## src/rtl/cfgp_pkg.sv

```systemverilog
`timescale 1ns/1ps
package cfgp_pkg;
    localparam int SHIFT_W    = 16;
    localparam int DATA_W     = 8;
    localparam int NUM_REGS   = 4;
    localparam int SYNC_DEPTH = 2;
    // reset image, register 0 in the least significant byte
    localparam logic [NUM_REGS*DATA_W-1:0] RST_IMAGE = 32'h0000_8014;
endpackage

```

## src/rtl/cfgp_sync.sv

```systemverilog
`timescale 1ns/1ps
module cfgp_sync #(
    parameter int STAGES = 2,
    parameter int WIDTH  = 1
) (
    input  logic             clk,
    input  logic             rst,
    input  logic [WIDTH-1:0] async_i,
    output logic [WIDTH-1:0] sync_o
);
    logic [WIDTH-1:0] stg_d [STAGES];
    logic [WIDTH-1:0] stg_q [STAGES];

    always_comb begin
        stg_d[0] = async_i;
        for (int i = 1; i < STAGES; i++) stg_d[i] = stg_q[i-1];
    end

    always_ff @(posedge clk or posedge rst) begin
        if (rst) begin
            for (int i = 0; i < STAGES; i++) stg_q[i] <= '0;
        end else begin
            for (int i = 0; i < STAGES; i++) stg_q[i] <= stg_d[i];
        end
    end

    assign sync_o = stg_q[STAGES-1];
endmodule

```

## src/rtl/cfgp_frontend.sv

```systemverilog
`timescale 1ns/1ps
module cfgp_frontend #(
    parameter int SHIFT_W = cfgp_pkg::SHIFT_W
) (
    input  logic               clk,
    input  logic               rst,
    input  logic               sclk_s,
    input  logic               sdat_s,
    input  logic               slat_s,
    output logic [SHIFT_W-1:0] word_o,
    output logic               commit_o
);
    typedef struct packed {
        logic               sclk_prev;
        logic               slat_prev;
        logic [SHIFT_W-1:0] sh;
    } fe_state_t;

    fe_state_t st_d, st_q;
    logic      shift_en;

    always_comb begin
        st_d           = st_q;
        shift_en       = sclk_s & ~st_q.sclk_prev;
        commit_o       = slat_s & ~st_q.slat_prev;
        st_d.sclk_prev = sclk_s;
        st_d.slat_prev = slat_s;
        if (shift_en) st_d.sh = {st_q.sh[SHIFT_W-2:0], sdat_s};
    end

    always_ff @(posedge clk or posedge rst) begin
        if (rst) st_q <= '0;
        else     st_q <= st_d;
    end

    // the word seen by a commit is the one held before any coinciding shift
    assign word_o = st_q.sh;

    p_shift_msb_first_r1: assert property (@(posedge clk) disable iff (rst)
        shift_en |=> word_o == {$past(word_o[SHIFT_W-2:0]), $past(sdat_s)});

    p_no_edge_holds_r1: assert property (@(posedge clk) disable iff (rst)
        !shift_en |=> $stable(word_o));
endmodule

```

## src/rtl/cfgp_regbank.sv

```systemverilog
`timescale 1ns/1ps
module cfgp_regbank #(
    parameter int SHIFT_W  = cfgp_pkg::SHIFT_W,
    parameter int DATA_W   = cfgp_pkg::DATA_W,
    parameter int NUM_REGS = cfgp_pkg::NUM_REGS,
    parameter logic [NUM_REGS*DATA_W-1:0] RST_IMAGE = cfgp_pkg::RST_IMAGE
) (
    input  logic                             clk,
    input  logic                             rst,
    input  logic                             commit_i,
    input  logic [SHIFT_W-1:0]               word_i,
    output logic [NUM_REGS-1:0][DATA_W-1:0]  bank_o
);
    localparam int ADDR_W = SHIFT_W - DATA_W;
    localparam int IDX_W  = (NUM_REGS > 1) ? $clog2(NUM_REGS) : 1;

    logic [NUM_REGS-1:0][DATA_W-1:0] bank_d, bank_q;
    logic [ADDR_W-1:0]               addr;
    logic [DATA_W-1:0]               data;
    logic                            addr_hit;

    assign addr     = word_i[SHIFT_W-1 -: ADDR_W];
    assign data     = word_i[DATA_W-1:0];
    assign addr_hit = addr < ADDR_W'(NUM_REGS);

    always_comb begin
        bank_d = bank_q;
        if (commit_i && addr_hit) bank_d[addr[IDX_W-1:0]] = data;
    end

    always_ff @(posedge clk or posedge rst) begin
        if (rst) bank_q <= RST_IMAGE;
        else     bank_q <= bank_d;
    end

    assign bank_o = bank_q;

    p_quiet_without_strobe_r4: assert property (@(posedge clk) disable iff (rst)
        !commit_i |=> $stable(bank_o));

    p_write_lands_r3: assert property (@(posedge clk) disable iff (rst)
        (commit_i && addr_hit) |=> bank_o[$past(addr[IDX_W-1:0])] == $past(data));

    p_bad_addr_ignored_r5: assert property (@(posedge clk) disable iff (rst)
        (commit_i && !addr_hit) |=> $stable(bank_o));

    // reset image held while reset is high
    p_reset_image_r6: assert property (@(posedge clk)
        rst |-> bank_o == RST_IMAGE);
endmodule

```

## src/rtl/cfg_serial_port.sv

```systemverilog
`timescale 1ns/1ps
module cfg_serial_port #(
    parameter int SHIFT_W    = cfgp_pkg::SHIFT_W,
    parameter int DATA_W     = cfgp_pkg::DATA_W,
    parameter int NUM_REGS   = cfgp_pkg::NUM_REGS,
    parameter int SYNC_DEPTH = cfgp_pkg::SYNC_DEPTH
) (
    input  logic              clk,
    input  logic              master_rst,
    input  logic              cfg_clk_i,
    input  logic              cfg_dat_i,
    input  logic              cfg_lat_i,
    output logic [DATA_W-1:0] mode_o,
    output logic [DATA_W-1:0] limit_o,
    output logic [DATA_W-1:0] cal_a_o,
    output logic [DATA_W-1:0] cal_b_o
);
    logic [2:0]                      pins_s;
    logic [SHIFT_W-1:0]              word;
    logic                            commit;
    logic [NUM_REGS-1:0][DATA_W-1:0] bank;

    cfgp_sync #(.STAGES(SYNC_DEPTH), .WIDTH(3)) u_sync (
        .clk(clk), .rst(master_rst),
        .async_i({cfg_lat_i, cfg_dat_i, cfg_clk_i}),
        .sync_o(pins_s)
    );

    cfgp_frontend #(.SHIFT_W(SHIFT_W)) u_front (
        .clk(clk), .rst(master_rst),
        .sclk_s(pins_s[0]), .sdat_s(pins_s[1]), .slat_s(pins_s[2]),
        .word_o(word), .commit_o(commit)
    );

    cfgp_regbank #(.SHIFT_W(SHIFT_W), .DATA_W(DATA_W), .NUM_REGS(NUM_REGS)) u_bank (
        .clk(clk), .rst(master_rst),
        .commit_i(commit), .word_i(word), .bank_o(bank)
    );

    assign mode_o  = bank[0];
    assign limit_o = bank[1];
    assign cal_a_o = bank[2];
    assign cal_b_o = bank[3];
endmodule

```

## config.mk

```make
export PLATFORM = sky130hd
export DESIGN_NAME = cfg_serial_port
export DESIGN_NICKNAME = d
export VERILOG_FILES = /design/src/rtl/cfgp_pkg.sv /design/src/rtl/cfgp_sync.sv /design/src/rtl/cfgp_frontend.sv /design/src/rtl/cfgp_regbank.sv /design/src/rtl/cfg_serial_port.sv
export SDC_FILE = /design/constraint.sdc
export NUM_CORES = 1
export LEC_CHECK = 0
export CORE_UTILIZATION = 37
export DETAILED_ROUTE_END_ITERATION = 8
export DONT_BUFFER_PORTS = 1
export SYNTH_ARGS = -nofsm -noshare
export SYNTH_HDL_FRONTEND = slang
export SYNTH_SLANG_ARGS = --single-unit
```

## constraint.sdc

```tcl
create_clock -name clk -period 2.83 [get_ports clk]
set_input_delay 0.283 -clock clk [delete_from_list [all_inputs] [get_ports clk]]
set_output_delay 0.283 -clock clk [all_outputs]
set_load 0.02 [all_outputs]
```

==> out/results.tsv, run 1 <==
metric	value	unit
clock tree from TritonCTS	built	
slew margin rel.	25.86	%
Core ar.	0.005238	sq mm
Critical Path RT	3.02	ns
worst path arrival time	2.03	ns
MaxCap Viol Count	0	
die width	76.74	microns
Tot Pwr	2.458	mW
ys async rst share	100.0	%
RSZ-0062 raised after global routing	false	
Final nets	127	
leakage power	1.043	nW
hpwl dp	2211	microns
CP max stage delay	0.49	ns
1st-iter DRT viols	56	
sequential area share after synthesis	67.98	%
initial antenna violation count	0	
Period Utilization, post-route	64.97	%
# H-tree levels	2	
Root Buffer	clkbuf_8	
DR vias	930	
final wirelength	3454	microns
synth unique cells	13	
Ys Warns	0	
top cells by area, synth	dfrtp_1, mux2_2, dfstp_2	
gr ovfl total	0	
vias per inst	4.819	
layout cells sized above 1	52.85	%
worst-path fanout max	8	
Final setup viols	0	
clk_lat worst skew	0.30	ns
pin count of the biggest net entering global routing	57	
slowest stage cell, crit path	and4bb_2	
Die H	76.74	microns
HP Class	primary input to asynchronous set/reset pin	
row count	26	
number of iterations in the first detailed-routing pass	3	
Port-buffer cells	0	
Avg WL per Cell	17.90	microns
post-synthesis instance total	116	
GRT Total Usage	13.30	%
CTS Buffer Depth	2	
mapped cell area	0.002067	sq mm
CP Launch Type	flip-flop	
setup TNS	0	ns
PnR worst setup slack	0.9913	ns
FMAX	0.5439	GHz
post-synth top area cell	dfrtp_1	
Post-synth top cells	dfrtp_1, mux2_2, dfstp_2, buf_6, nand4b_2	
share of the synthesized area in the top cell type	64.16	%
routability cong.	0.6532	
Final Hold Viols	0	
Mapped Nets	121	
I/O pin count	37	
pre-CTS WS	0.9728	ns
outcome	finished clean	
DIE AREA	0.005889	sq mm
Post-DRT Antenna Nets	0	
Diodes inserted	0	
Worst Setup Path Type	flip-flop to flip-flop	
CP Capture Type	flip-flop	
drt drc	0	
Most used DFF post-synth	dfrtp_1	
syn_area_per_cell	17.82	sq um
worst path cell trace	nor4b_2 > and4bb_2 > mux2_2	
Post-synth EDFFs	0	
cts repair resizes	0	
PD cells	1091	mW/mm^2
global-route wire length before repair	5837	microns
most numerous cell in the Yosys netlist	dfrtp_1	
vias in the first global route	1075	
flops & latches, synth	56	
Initial Util	39.46	%
CTS buffer count	5	
count of non-filler cells in the finished layout	193	
Max VDD drop	0.0004648	V
CTS Sinks	56	
worst slew pin tran	1.111	ns
fin util	43.02	%
placed cells	182	
area grow syn2layout	9.019	%
fin crit period	1.839	ns
fin. max-slew vios	0	
Reg clk slew, reported paths	0.09	ns
Clock Skew	0.004408	ns
-- final timing paths --
check,start,to,slack (ns),cells after the start
worst max-delay path,u_front.word_o[15],u_bank.bank_o[1],0.99,3
worst max register to register,u_front.word_o[15],u_bank.bank_o[1],0.99,3
min in group clk,u_sync.stg_d[2],u_sync.sync_o[2],0.35,0
worst min-delay path,master_rst,u_sync.sync_o[1],0.13,1
worst min register to register,u_sync.stg_d[2],u_sync.sync_o[2],0.35,0
max in group asynchronous,master_rst,u_bank.bank_o[6],2.02,1
-- worst max-delay path, delay by kind of cell (launching register included) --
family / cells / cell delay (ns)
DFF: 1 / 0.40
muxes: 1 / 0.37
and+or+nand+nor: 2 / 0.95
-- placed cells by master, fill, tap and decap left out, types with 2 or more instances in the layout --
master and instances:
clkbuf_8 7, dfrtp_1 53, dfstp_2 3, dlygate4sd3_1 3
mux2_2 48, nand4b_2 2
-- timing repair --
| item | CTS | global route |
|---|---|---|
| buffers inserted | 0 | 0 |
| hold endpoints to repair | 3 | 0 |
| hold buffers | 3 | 0 |
-- layout make-up --
class,count,area [sq um]
Inverter,1,3.754
Clock buffer,8,100.1
Timing Repair Buffer,3,30.03
Sequential cell,56,1405
Tap cell,70,87.58
Fill cell,466,2984
Multi-Input combinational cell,55,626.9
-- sequential cells by signal (all words and copies together) (netlist names) --
name	flops
u_bank.bank_o	32
u_sync.stg_d	3
u_sync.sync_o	3
u_front.st_q	2
u_front.word_o	16
-- per-stage QoR --
| stage | cell area [sq um] | hold slack (ns) |
|---|---|---|
| 4_1_cts | 2253 | 0.1693 |
| 5_1_grt | 2253 | 0.2235 |
| 6_report | 2253 | 0.1299 |
| 2_1_floorplan | 2067 | 0.3144 |
| 3_5_place_dp | 2123 | 0.3145 |
| 3_3_place_gp | 2123 | 0.3145 |
-- kinds of logic after synthesis --
family,Yosys count,synth area share [%]
flip-flops,56,67.98
multiplexers,48,26.15
buffers and inverters,5,1.694
AND/OR/NAND/NOR,7,4.177
-- power breakdown --
group	total [mW]	switching [mW]	internal, mW
logic	0.384	0.124	0.260
registers	1.61	0.502	1.11
clock network	0.460	0.236	0.224
-- routing by layer --
metal / track usage, % / up-vias / routed length [microns]
met5: 0 / - / 0
met4: 5.769 / 0 / 57
met3: 6.786 / 5 / 307
met2: 20.09 / 28 / 1574
met1: 15.80 / 479 / 1515
li1: - / 418 / -
Power figures use the tool's default switching activity.
==> inputs of run 2 (changes only) <==
--- a/config.mk
+++ b/config.mk
@@ -5,6 +5,7 @@
 export SDC_FILE = /design/constraint.sdc
 export NUM_CORES = 1
 export LEC_CHECK = 0
+export ABC_AREA = 1
 export CORE_UTILIZATION = 37
 export DETAILED_ROUTE_END_ITERATION = 8
 export DONT_BUFFER_PORTS = 1
==> constraint.sdc (replaced) <==
create_clock -name clk -period 1.8 [get_ports clk]
set_input_delay 0.18 -clock clk [delete_from_list [all_inputs] [get_ports clk]]
set_output_delay 0.18 -clock clk [all_outputs]
set_load 0.02 [all_outputs]
==> out/results.tsv, run 2 <==
metric	value	unit	change
sequential area share after synthesis	64.47	%	-3.5 points
Core ar.	0.005608	sq mm	+7.1%
Sw Share	34.30	%	-0.78 points
CP Launch Type	flip-flop		
Max VDD drop	0.0004664	V	+0.35%
count of non-filler cells in the finished layout	308		+60%
die width	78.75	microns	+2.6%
Period Utilization, post-route	70.85	%	+5.9 points
Avg WL per Cell	13.78	microns	-23%
Mapped Nets	230		+90%
cts repair resizes	0		unchanged
slew margin rel.	80.31	%	+54 points
CTS buffer count	5		unchanged
Final Hold Viols	0		unchanged
Post-synth EDFFs	0		unchanged
Most used DFF post-synth	dfrtp_1		
syn_area_per_cell	9.687	sq um	-46%
PD cells	1284	mW/mm^2	+18%
# H-tree levels	2		unchanged
Root Buffer	clkbuf_8		
Diodes inserted	0		unchanged
mapped cell area	0.002180	sq mm	+5.4%
P_sw	1.075	mW	+25%
global-route wire length before repair	7176	microns	+23%
clock power share	26.7	%	+8.0 points
outcome	finished clean		
post-synthesis instance total	225		+94%
commonest non-fill, non-tap cell in the layout	nand2_1		
HP Class	primary input to asynchronous set/reset pin		
Comb power frac	11.9	%	-3.7 points
flops & latches, synth	56		unchanged
Pint	2.059	mW	+29%
Critical Path RT	2.05	ns	-0.97 ns
Reg-to-Reg Start	u_front.word_o[11]		
drt drc	0		unchanged
CP Capture Type	flip-flop		
clock tree from TritonCTS	built		
R2R cell count	6		+3
number of iterations in the first detailed-routing pass	4		+1
clk_lat worst skew	0.31	ns	about the same
most frequent cells in the layout	nand2_1, dfrtp_1, nand3_1		
fin util	43.53	%	+0.51 points
Reg clk slew, reported paths	0.10	ns	about the same
Worst Setup Path Type	flip-flop to flip-flop		
Ys Warns	0		unchanged
DR vias	1464		+57%
Worst R2R End	u_bank.bank_o[22]		
fin crit period	1.275	ns	-0.5634 ns
Port-buffer cells	0		unchanged
MaxCap Viol Count	0		unchanged
pin count of the biggest net entering global routing	33		-42%
Filler cells	559		+20%
most numerous cell in the Yosys netlist	nand2_1		
share of the synthesized area in the top cell type	60.85	%	-3.3 points
row count	27		+3.8%
Post-synth top cells	nand2_1, dfrtp_1, nand3_1, inv_1, nor2_1		
synth unique cells	17		+4
Final nets	240		+89%
CTS Buffer Depth	2		unchanged
FMAX	0.7841	GHz	+44%
worst slew pin tran	0.2949	ns	-0.8157 ns
fin. max-slew vios	0		unchanged
initial antenna violation count	0		unchanged
ys async rst share	100.0	%	unchanged
Post-DRT Antenna Nets	0		unchanged
final wirelength	4243	microns	+23%
worst-path fanout max	32		+24
area grow syn2layout	12.00	%	
DIE AREA	0.006202	sq mm	+5.3%
worst hold slack	0.2718	ns	+0.1420 ns
Die H	78.75	microns	+2.6%
r2r setup slk	0.52	ns	-0.47 ns
Clock Skew	0.01204	ns	+0.007630 ns
setup TNS	0	ns	unchanged
1st-iter DRT viols	102		+82%
routability cong.	0.7468		+14%
Post-CTS Setup Bufs	0		unchanged
CTS Hold Bufs	4		+1
worst setup path startpoint	u_front.word_o[11]		
vias in the first global route	1449		+35%
Final setup viols	0		unchanged
top cells by area, synth	dfrtp_1, nand2_1, nand3_1		
layout cells sized above 1	12.71	%	-40 points
vias per inst	4.753		-1.4%
gr ovfl total	0		unchanged
GRT Total Usage	15.33	%	+2.0 points
Initial Util	38.87	%	-0.60 points
I/O pin count	37		unchanged
hpwl dp	2875	microns	+30%
placed cells	296		+63%
CTS Sinks	56		unchanged
RSZ-0062 raised after global routing	false		
leakage power	1.254	nW	+20%
Sequential Power Share	61.4	%	-4.2 points
max reg flops	32		unchanged
post-synth top area cell	dfrtp_1		
worst path arrival time	1.52	ns	-0.51 ns
[run 2: cell count changes after synthesis, sizes merged, moves of 2 or more]
cell and delta:
mux2 -48, o21ai +9, a21oi +7, nand4b -2, nor2 +16, nand2 +79, nand3 +36, inv +15
[run 2: worst max-delay path: stages, from the launching register on]
cell and delay [ns]:
dfrtp_1 0.39, nor2_1 0.10, nand2_1 0.10, nor2_2 0.11, buf_4 0.29, nand3_1 0.12, nand2_1 0.10
[run 2: cell type report]
type	count	area [sq um]	share of cell area (%)
Clock buffer	5	68.82	2.819
Inverter	16	60.06	2.460
Tap cell	72	90.09	3.690
Sequential cell	56	1405	57.56
Multi-Input combinational cell	147	679.4	27.83
Timing Repair Buffer	9	90.09	3.690
Clock inverter	3	47.55	1.948
[run 2: layer usage]
| layer | vias up | GRT usage, % | wire length, microns | share of wire [%] |
|---|---|---|---|---|
| met5 | - | 0 | 0 | 0 |
| met4 | 0 | 4.444 | 34 | 0.80 |
| met3 | 4 | 5.172 | 244 | 5.8 |
| met2 | 32 | 24.52 | 1960 | 46 |
| met1 | 697 | 19.72 | 2004 | 47 |
| li1 | 731 | - | - | - |
[run 2: worst max path at each step]
| stage | endpoint | slack [ns] | depth (start not counted) |
|---|---|---|---|
| 5_1_grt | u_bank.bank_o[29] | 0.39 | 7 |
| 2_1_floorplan | u_bank.bank_o[0] | 0.25 | 1 |
| 4_1_cts | u_bank.bank_o[22] | 0.52 | 6 |
| 3_5_place_dp | u_bank.bank_o[22] | 0.54 | 6 |
| 6_report | u_bank.bank_o[22] | 0.52 | 6 |
| 3_3_place_gp | u_bank.bank_o[27] | 0.57 | 6 |
[run 2: power by group through the flow]
stage | clock, mW | sequential (mW) | combinational [mW]
2_1_floorplan | 0 | 1.88 | 0.302
3_3_place_gp | 0 | 1.95 | 0.360
3_5_place_dp | 0 | 1.95 | 0.370
4_1_cts | 0.862 | 1.93 | 0.379
5_1_grt | 0.913 | 1.96 | 0.448
6_report | 0.836 | 1.93 | 0.372
[run 2: cells by family (layout without fill, tap and decap cells)]
logic type / after synthesis / count (layout) / synth area share (%)
and+or+nand+nor: 131 / 131 / 27.50
AOI/OAI and AO/OA: 16 / 16 / 3.674
buffers and inverters: 22 / 33 / 4.362
DFF: 56 / 56 / 64.47
[run 2: stage by stage]
stage | cell area (sq um) | power (mW) | worst slack (ns)
final | 2441 | 3.134 | 0.5246
after global routing | 2441 | 3.322 | 0.3873
after CTS | 2441 | 3.170 | 0.5158
after detailed placement | 2285 | 2.324 | 0.5407
after global placement | 2285 | 2.306 | 0.5740
after floorplan | 2180 | 2.179 | 0.2537
==> inputs of run 3 (changes only) <==
--- a/config.mk
+++ b/config.mk
@@ -5,7 +5,7 @@
 export SDC_FILE = /design/constraint.sdc
 export NUM_CORES = 1
 export LEC_CHECK = 0
-export ABC_AREA = 1
+export ABC_AREA = 0
 export CORE_UTILIZATION = 37
 export DETAILED_ROUTE_END_ITERATION = 8
 export DONT_BUFFER_PORTS = 1
==> constraint.sdc (replaced) <==
create_clock -name clk -period 1.2 [get_ports clk]
set_input_delay 0.12 -clock clk [delete_from_list [all_inputs] [get_ports clk]]
set_output_delay 0.12 -clock clk [all_outputs]
set_load 0.02 [all_outputs]
==> out/results.tsv, run 3 (synthesized netlist as in run 1, its figures left out) <==
metric	value	unit	change
multi-input combinational cell area	723.2	sq um	+6.4%
Period Utilization, post-route	136.7	%	+66 points
pin count of the biggest net entering global routing	57		+73%
DIE AREA	0.005889	sq mm	-5.0%
area grow syn2layout	21.43	%	
hpwl dp	2347	microns	-18%
final instance area	0.002510	sq mm	+2.8%
CP Capture Type	flip-flop		
max reg flops	32		unchanged
worst path arrival time	1.83	ns	+0.31 ns
fin crit period	1.641	ns	+0.3656 ns
RSZ-0062 raised after global routing	true		
P_sw	2.195	mW	+100%
Tot Pwr	6.188	mW	+97%
Diodes inserted	0		unchanged
outcome	finished with violations		
CTS Buffer Depth	2		unchanged
setup TNS	-12.68	ns	-12.68 ns
commonest non-fill, non-tap cell in the layout	dfrtp_1		
number of iterations in the first detailed-routing pass	2		-2
drt drc	0		unchanged
Pint	3.994	mW	+94%
GRT Total Usage	13.47	%	-1.9 points
gr ovfl total	0		unchanged
Port-buffer cells	0		unchanged
initial antenna violation count	0		unchanged
Final nets	143		-40%
FMAX	0.6094	GHz	-22%
CTS Sinks	56		unchanged
vias per inst	4.875		+2.6%
layout cells sized above 1	57.25	%	+45 points
Sw Share	35.46	%	+1.2 points
HP Class	primary input to asynchronous set/reset pin		
most frequent cells in the layout	dfrtp_1, mux2_2, mux2_4		
Filler cells	460		-18%
PnR worst setup slack	-0.4410	ns	-0.9656 ns
Comb power frac	22.3	%	+10 points
placement-stage cell area	0.002313	sq mm	+1.3%
Final Hold Viols	0		unchanged
sequential cell area	0.001405	sq mm	unchanged
Post-DRT Antenna Nets	0		unchanged
fin util	47.92	%	+4.4 points
Max VDD drop	0.001256	V	+170%
die width	76.74	microns	-2.6%
clk_lat worst skew	0.30	ns	about the same
pre-CTS WS	-0.4834	ns	-1.024 ns
clock power share	15.5	%	-11 points
worst slew pin tran	0.2983	ns	+0.003453 ns
I/O pin count	37		unchanged
PD cells	2466	mW/mm^2	+92%
Critical Path RT	1.39	ns	-0.66 ns
global-route wire length before repair	5996	microns	-16%
# H-tree levels	2		unchanged
Die H	76.74	microns	-2.6%
1st-iter DRT viols	70		-31%
Initial Util	39.46	%	+0.60 points
Reg clk slew, reported paths	0.09	ns	about the same
routability cong.	0.7176		-3.9%
DR vias	1014		-31%
Final setup viols	32		+32
CTS buffer count	5		unchanged
worst-path fanout max	6		-81%
final wirelength	3602	microns	-15%
violated checks	setup timing		
leakage power	1.189	nW	-5.2%
row count	26		-3.7%
fin. max-slew vios	0		unchanged
Clock Skew	0.003756	ns	-0.008282 ns
Core ar.	0.005238	sq mm	-6.6%
clock tree from TritonCTS	built		
Root Buffer	clkbuf_8		
slew margin rel.	80.11	%	-0.20 points
MaxCap Viol Count	0		unchanged
Worst Setup Path Type	flip-flop to flip-flop		
Avg WL per Cell	17.32	microns	+26%
vias in the first global route	1151		-21%
Sequential Power Share	62.2	%	+0.8 points
CP Launch Type	flip-flop		
==> run 3: timing repair <==
action	in CTS	in global routing
hold endpoints to repair	56	0
resized for setup	16	1
pin swaps	5	2
endpoints found under the setup margin	32	32
hold buffers	4	0
setup buffers	1	0
==> run 3: path summary, 6_finish.rpt <==
| check | from | slack (ns) | depth (start not counted) | endpoint |
|---|---|---|---|---|
| max in group asynchronous | master_rst | 0.54 | 3 | u_bank.bank_o[2] |
| hold / removal | master_rst | 0.35 | 3 | u_sync.stg_d[0] |
| min in group clk | u_sync.stg_d[1] | 0.35 | 0 | u_sync.sync_o[1] |
| setup reg to reg | u_front.word_o[10] | -0.44 | 4 | u_bank.bank_o[7] |
| hold reg to reg | u_sync.stg_d[1] | 0.35 | 0 | u_sync.sync_o[1] |
| setup / recovery | u_front.word_o[10] | -0.44 | 4 | u_bank.bank_o[7] |
==> run 3: through the flow <==
stage,std cells,hold slack (ns)
2_1_floorplan,116,0.1514
3_3_place_gp,196,0.08803
3_5_place_dp,196,0.09166
4_1_cts,208,0.3563
5_1_grt,208,0.3568
6_report,208,0.3457
==> run 3: metal layers <==
layer,vias to the layer above,GRT usage (%),share of wire (%)
met4,0,5.192,1.1
met2,29,20.80,47
li1,450,-,-
met3,7,5.476,7.1
met5,-,0,0
met1,528,16.81,45
==> run 3: worst max-delay path, cell delays in order (launching register included) <==
cell      delay [ns]
dfrtp_1         0.42
nor4_4          0.33
and4bb_2        0.33
buf_12          0.15
mux2_4          0.30
==> run 3: cell type report <==
cell class | count | area share (%)
Multi-Input combinational cell | 55 | 28.81
Inverter | 1 | 0.2991
Timing Repair Buffer | 19 | 8.325
Clock buffer | 6 | 2.891
Sequential cell | 56 | 55.98
Clock inverter | 1 | 0.1994
Tap cell | 70 | 3.490
==> run 3: power groups by stage <==
stage,Sequential (mW),Clock [mW],Combinational [mW]
floorplan,3.67,0,0.933
global placement,3.84,0,1.18
detailed placement,3.88,0,1.23
CTS,3.86,0.996,1.38
global route,3.96,1.08,1.49
finish,3.85,0.959,1.38
